==> config.mk <==
export PLATFORM = sky130hd
export DESIGN_NAME = cos_irq_detect
export DESIGN_NICKNAME = d
export VERILOG_FILES = /design/src/rtl/cos_irq_pkg.sv /design/src/rtl/cos_irq_sync.sv /design/src/rtl/cos_irq_eval.sv /design/src/rtl/cos_irq_detect.sv
export SDC_FILE = /design/constraint.sdc
export NUM_CORES = 1
export LEC_CHECK = 0
export BUFFER_PORTS_ARGS = -buffer_cell sky130_fd_sc_hd__buf_2
export CORE_MARGIN = 5
export CORE_UTILIZATION = 48
export DETAILED_ROUTE_END_ITERATION = 12
export PLACE_DENSITY = 0.72
export SLEW_MARGIN = 20
export SYNTH_ARGS = -nofsm -noshare
export SYNTH_HDL_FRONTEND = slang
export SYNTH_SLANG_ARGS = --single-unit
==> constraint.sdc <==
create_clock -name clk -period 3.9 [get_ports clk]
set_input_delay 0.195 -clock clk [delete_from_list [all_inputs] [get_ports clk]]
set_output_delay 0.195 -clock clk [all_outputs]
set_load 0.005 [all_outputs]
==> src/rtl/cos_irq_pkg.sv <==
package cos_irq_pkg;

    localparam int COS_CH_N   = 16;
    localparam int FLAG_BIT   = 31;
    localparam int WORD_W     = 32;

    typedef enum logic [1:0] {
        CM_OFF   = 2'd0,
        CM_EDGE  = 2'd1,
        CM_LEVEL = 2'd2,
        CM_RSVD  = 2'd3
    } cos_mode_e;

    typedef enum logic [1:0] {
        RA_CTRL = 2'd0,
        RA_RISE = 2'd1,
        RA_FALL = 2'd2,
        RA_STAT = 2'd3
    } reg_addr_e;

    typedef struct packed {
        cos_mode_e               mode;
        logic [COS_CH_N-1:0]     hi_mask;
        logic [COS_CH_N-1:0]     lo_mask;
    } cos_cfg_t;

    // Per-channel level check: a channel picked in both masks never passes,
    // an unselected channel always passes.
    function automatic logic lvl_ok(input logic hi, input logic lo, input logic v);
        return (hi & ~lo & v) | (lo & ~hi & ~v) | (~hi & ~lo);
    endfunction

endpackage

==> src/rtl/cos_irq_sync.sv <==
module cos_irq_sync #(
    parameter int N = 16
) (
    input  logic         clk,
    input  logic         rst,
    input  logic [N-1:0] d_i,
    output logic [N-1:0] cur_o,
    output logic [N-1:0] prev_o
);
    logic [N-1:0] meta_q;

    always_ff @(posedge clk) begin
        if (rst) begin
            meta_q <= '0;
            cur_o  <= '0;
            prev_o <= '0;
        end else begin
            meta_q <= d_i;
            cur_o  <= meta_q;
            prev_o <= cur_o;
        end
    end


    hist_track_chk: assert property (@(posedge clk) disable iff (rst)
        prev_o == $past(cur_o));

endmodule

==> src/rtl/cos_irq_eval.sv <==
module cos_irq_eval
    import cos_irq_pkg::*;
(
    input  logic                clk,
    input  logic                rst,
    input  cos_cfg_t            cfg_i,
    input  logic                cfg_wr_i,
    input  logic [COS_CH_N-1:0] cur_i,
    input  logic [COS_CH_N-1:0] prev_i,
    output logic                hit_o
);
    logic [COS_CH_N-1:0] edge_v;
    logic [COS_CH_N-1:0] sat_v;
    logic [COS_CH_N-1:0] sel;
    logic                sel_chg;
    logic                all_sat;
    logic                lock_q;

    for (genvar i = 0; i < COS_CH_N; i++) begin : g_ch
        assign edge_v[i] = (cfg_i.hi_mask[i] &  cur_i[i] & ~prev_i[i])
                         | (cfg_i.lo_mask[i] & ~cur_i[i] &  prev_i[i]);
        assign sat_v[i]  = lvl_ok(cfg_i.hi_mask[i], cfg_i.lo_mask[i], cur_i[i]);
    end

    assign sel     = cfg_i.hi_mask | cfg_i.lo_mask;
    assign sel_chg = |((cur_i ^ prev_i) & sel);
    assign all_sat = (&sat_v) & (|sel);

    always_comb begin
        unique case (cfg_i.mode)
            CM_EDGE:  hit_o = |edge_v;
            CM_LEVEL: hit_o = all_sat & ~lock_q;
            default:  hit_o = 1'b0;
        endcase
        if (cfg_wr_i) hit_o = 1'b0;
    end

    always_ff @(posedge clk) begin
        if (rst || cfg_wr_i)
            lock_q <= 1'b0;
        else if (cfg_i.mode == CM_LEVEL && hit_o)
            lock_q <= 1'b1;
        else if (sel_chg)
            lock_q <= 1'b0;
    end


    lock_block_chk: assert property (@(posedge clk) disable iff (rst)
        lock_q |-> !hit_o);


    lock_hold_chk: assert property (@(posedge clk) disable iff (rst)
        (lock_q && !sel_chg && !cfg_wr_i) |=> lock_q);

endmodule

==> src/rtl/cos_irq_detect.sv <==
module cos_irq_detect
    import cos_irq_pkg::*;
#(
    parameter int IN_W  = 32,
    parameter int CH_LO = 4
) (
    input  logic              clk,
    input  logic              rst,
    input  logic              wr_en,
    input  logic [1:0]        wr_addr,
    input  logic [WORD_W-1:0] wr_data,
    input  logic [IN_W-1:0]   din,
    output logic              irq_o,
    output logic [WORD_W-1:0] status_o
);
    localparam int CH_HI = CH_LO + COS_CH_N - 1;

    cos_cfg_t            cfg_q;
    logic                cfg_wr;
    logic                clr_req;
    logic                hit;
    logic                flag_q;
    logic [COS_CH_N-1:0] snap_q;
    logic [COS_CH_N-1:0] cur, prev;
    logic                unused_bits;

    assign unused_bits = ^{din, wr_data};

    assign cfg_wr  = wr_en && (wr_addr != RA_STAT);
    assign clr_req = wr_en && (wr_addr == RA_STAT) && wr_data[FLAG_BIT];

    cos_irq_sync #(.N(COS_CH_N)) u_sync (
        .clk    (clk),
        .rst    (rst),
        .d_i    (din[CH_HI:CH_LO]),
        .cur_o  (cur),
        .prev_o (prev)
    );

    cos_irq_eval u_eval (
        .clk      (clk),
        .rst      (rst),
        .cfg_i    (cfg_q),
        .cfg_wr_i (cfg_wr),
        .cur_i    (cur),
        .prev_i   (prev),
        .hit_o    (hit)
    );

    always_ff @(posedge clk) begin
        if (rst) begin
            cfg_q <= '{mode: CM_OFF, hi_mask: '0, lo_mask: '0};
        end else if (cfg_wr) begin
            unique case (wr_addr)
                RA_CTRL: cfg_q.mode    <= cos_mode_e'(wr_data[1:0]);
                RA_RISE: cfg_q.hi_mask <= wr_data[COS_CH_N-1:0];
                default: cfg_q.lo_mask <= wr_data[COS_CH_N-1:0];
            endcase
        end
    end

    always_ff @(posedge clk) begin
        if (rst) begin
            flag_q <= 1'b0;
            snap_q <= '0;
        end else begin
            if (cfg_wr)       flag_q <= 1'b0;
            else if (hit)     flag_q <= 1'b1;
            else if (clr_req) flag_q <= 1'b0;
            if (hit) snap_q <= cur;
        end
    end

    always_comb begin
        status_o = '0;
        status_o[FLAG_BIT] = flag_q;
        status_o[CH_HI:CH_LO] = snap_q;
    end
    assign irq_o = flag_q;


    off_quiet_chk: assert property (@(posedge clk) disable iff (rst)
        ((cfg_q.mode == CM_OFF || cfg_q.mode == CM_RSVD) && !irq_o) |=> !irq_o);


    cfg_clear_chk: assert property (@(posedge clk) disable iff (rst)
        (wr_en && wr_addr != RA_STAT) |=> !irq_o);


    w1c_chk: assert property (@(posedge clk) disable iff (rst)
        (clr_req && !hit) |=> !irq_o);


    sticky_chk: assert property (@(posedge clk) disable iff (rst)
        (irq_o && !wr_en) |=> irq_o);


    snap_hold_chk: assert property (@(posedge clk) disable iff (rst)
        !hit |=> $stable(status_o[CH_HI:CH_LO]));


    rsvd_zero_chk: assert property (@(posedge clk) disable iff (rst)
        status_o[FLAG_BIT-1:CH_HI+1] == '0 && status_o[CH_LO-1:0] == '0);

endmodule

==> flow_summary.ini <==
[outcome]
status = completed

[finish]
final_core_util_pct = 53.9
drive_gt1_share_pct = 17.5
syn_to_final_growth_pct = 11.1
fin_nets = 592
antenna-diode-count = 0

[sta]
fmax_mhz = 382
holdWs_ns = 0.0213
clock_skew_ns = 0.0120
hold_viol = 0
min_period_ns = 2.62
slew_viol_final = 0
relSlewSlack_pct = 24.3
setup_tns_ns = 0
rsz0062_at_grt = false
finalCritPeriodShare_pct = 67.1
tightest_slew_ns = 1.13
final-setup-viol-count = 0

[clock_network]
cts_tree = done
post_cts_buffers = 0
cts_hold_buf = 0
post_cts_resized = 0
cts_root_buf = clkbuf_8
cts_max_path_buffers = 2
cts.htree.levels = 3
cts_buffers = 9
insertion_delay_ns = 0.37
cts.sinks = 100
cts.clk_slew.worst_paths_ns = 0.10

[setup_path]
crit_buf_inv = 2
critical-path-top-delay-family = simple AND/OR/NAND/NOR gates
critical_path_class = reg2reg
r2r_slack_ns = 1.28
cp.arrival_ns = 2.88
rr_endpoint = snap_q[4]
crit_fanout = 17
r2r_cells = 8
path_cells = inv_1 -> a22oi_1 -> nand4_1 -> or4_1 -> nor3_1 -> a31o_1 -> buf_4 -> mux2_2
critPathMaxStageDelay_ns = 0.54
endpoint_kind = register
cp_slowest_cell = or4_1
critical_path_required_ns = 4.17
cp-start-kind = register
r2r_start = u_sync.cur_o[12]

[detailed_routing]
dr.pass1.iters = 5
avgRoutedWirePerCell_um = 16.1
num_vias = 3358
detail-route-antenna-nets = 0
drtIter0Drc = 211
wirelength_um = 10200
drc = 0
viasPerCell = 5.30

[floorplan]
start_util_pct = 48.6
rows = 34
die_h_um = 103
ios = 102
core-area_sq_um = 8590
dieWidth_um = 103
die_area_sq_um = 10700

[synth]
yosys.area.top_type = dfxtp_1
synth_area_leaders = dfxtp_1 48%, nor2b_1 9.3%, nand2_1 8.7%
synthTopCellsByCount = 100 x dfxtp_1, 97 x nand2_1, 62 x nor2b_1, 37 x a21oi_1, 17 x o21ai_0
synth_ff_type = dfxtp_1
synth.top_cell.area_share_pct = 48.0
syn_area_sq_um = 4170
avgSynthCellArea_sq_um = 8.82
ys_ff_latch = 100
yosysSeqAreaShare_pct = 48.0
ys_async_sr_fraction_pct = 0
synth.most_common_cell = dfxtp_1
synth_cell_types = 41
syn-instance-count = 473
synth_warnings = 0
synth_edf_count = 0

[grt]
track_usage_pct = 19.9
antenna_found_initial = 0
grt_remaining_overflow = 0
grt_pass1_vias = 3164
grt_pass1_wl_um = 16200
grt_max_degree = 38

[placed_design]
place.gp.congestion = 0.954
portBuffers = 55
hpwl_um = 7570

[power]
power_density_nw_per_um2 = 399
leakage_nw = 1.91
finalPower_mw = 1.85
ir_drop_uv = 275

[worst_hold_path]
hold_class = in2reg
holdPathEnd = u_sync.meta_q[13]
hp-start = din[17]
hold_path_depth = 2

[run]
drv_cap = 0
==> stage by stage <==
step                setup slack (ns)  instances  instance area, sq um
floorplan                       1.74        487                  4230
global placement                1.34        618                  4440
detailed placement              1.31        618                  4440
CTS                             1.29        634                  4640
global route                    1.18        634                  4640
finish                          1.28        634                  4640
==> how the worst max path moves through the flow <==
stage / from / to / slack, ns / depth (start not counted)
final: u_sync.cur_o[12] / snap_q[4] / 1.28 / 8
after global routing: u_sync.cur_o[12] / snap_q[4] / 1.18 / 8
after CTS: u_sync.cur_o[12] / snap_q[4] / 1.29 / 8
after detailed placement: u_sync.cur_o[12] / snap_q[4] / 1.31 / 8
after global placement: u_sync.cur_o[8] / snap_q[4] / 1.34 / 8
after floorplan: u_sync.cur_o[8] / snap_q[10] / 1.74 / 9
==> where the power goes <==
group          internal, mW  switching, mW
logic                0.0542         0.0680
registers              1.05         0.0379
clock network         0.246          0.391
total                  1.35          0.497
==> kinds of logic after synthesis <==
family / count (synthesis) / synth area share (%)
AO/OA/AOI/OAI: 83 / 11.4
AND/OR/NAND/NOR: 207 / 24.7
multiplexers: 19 / 5.82
other: 1 / 0.0899
buffers and inverters: 45 / 6.06
XOR/XNOR: 16 / 3.36
adder cells (fa/ha/maj): 2 / 0.600
flip-flops: 100 / 48.0
==> registers in the layout, indices dropped and copies added (netlist names) <==
| signal | count |
|---|---|
| u_sync.meta_q | 16 |
| u_sync.cur_o | 16 |
| irq_o | 1 |
| snap_q | 16 |
| cfg_q | 34 |
| u_eval.lock_q | 1 |
| u_sync.prev_o | 16 |
==> cells in the final DEF, fill, tap and decap left out, types with 2 or more instances in the layout <==
| master | count |
|---|---|
| clkbuf_8 | 9 |
| buf_4 | 3 |
| xor2_1 | 16 |
| a31o_1 | 2 |
| nand2_1 | 97 |
| mux2_2 | 6 |
| buf_2 | 55 |
| dfxtp_1 | 100 |
| inv_1 | 9 |
| nor4_1 | 11 |
| o22ai_1 | 16 |
| or4_1 | 2 |
| nand4_1 | 9 |
| nand3b_1 | 2 |
| a22oi_1 | 5 |
| nor2b_1 | 62 |
| a21oi_1 | 37 |
| clkinv_4 | 2 |
| mux2_4 | 8 |
| or2_2 | 2 |
| mux2_1 | 4 |
| clkinvlp_4 | 2 |
| conb_1 | 15 |
| ha_1 | 2 |
| nor2_1 | 14 |
| o21ai_0 | 17 |
| o21a_1 | 2 |
==> layout make-up <==
class,count,area (sq um)
flip-flops and latches,100,2000
inverters,10,37.5
repair buffers,58,298
clock buffers,9,124
well taps,108,135
multi-input cells,342,1970
clock inverters,7,68.8
fillers,817,3960
==> layer usage <==
metal | track usage, % | routed length, um | vias to the layer above
li1 | - | - | 1650
met2 | 33.5 | 4940 | 116
met4 | 4.58 | 127 | 0
met3 | 5.30 | 666 | 11
met1 | 25.6 | 4470 | 1581
met5 | 0 | 0 | -
(Power assumes the default switching activity.)
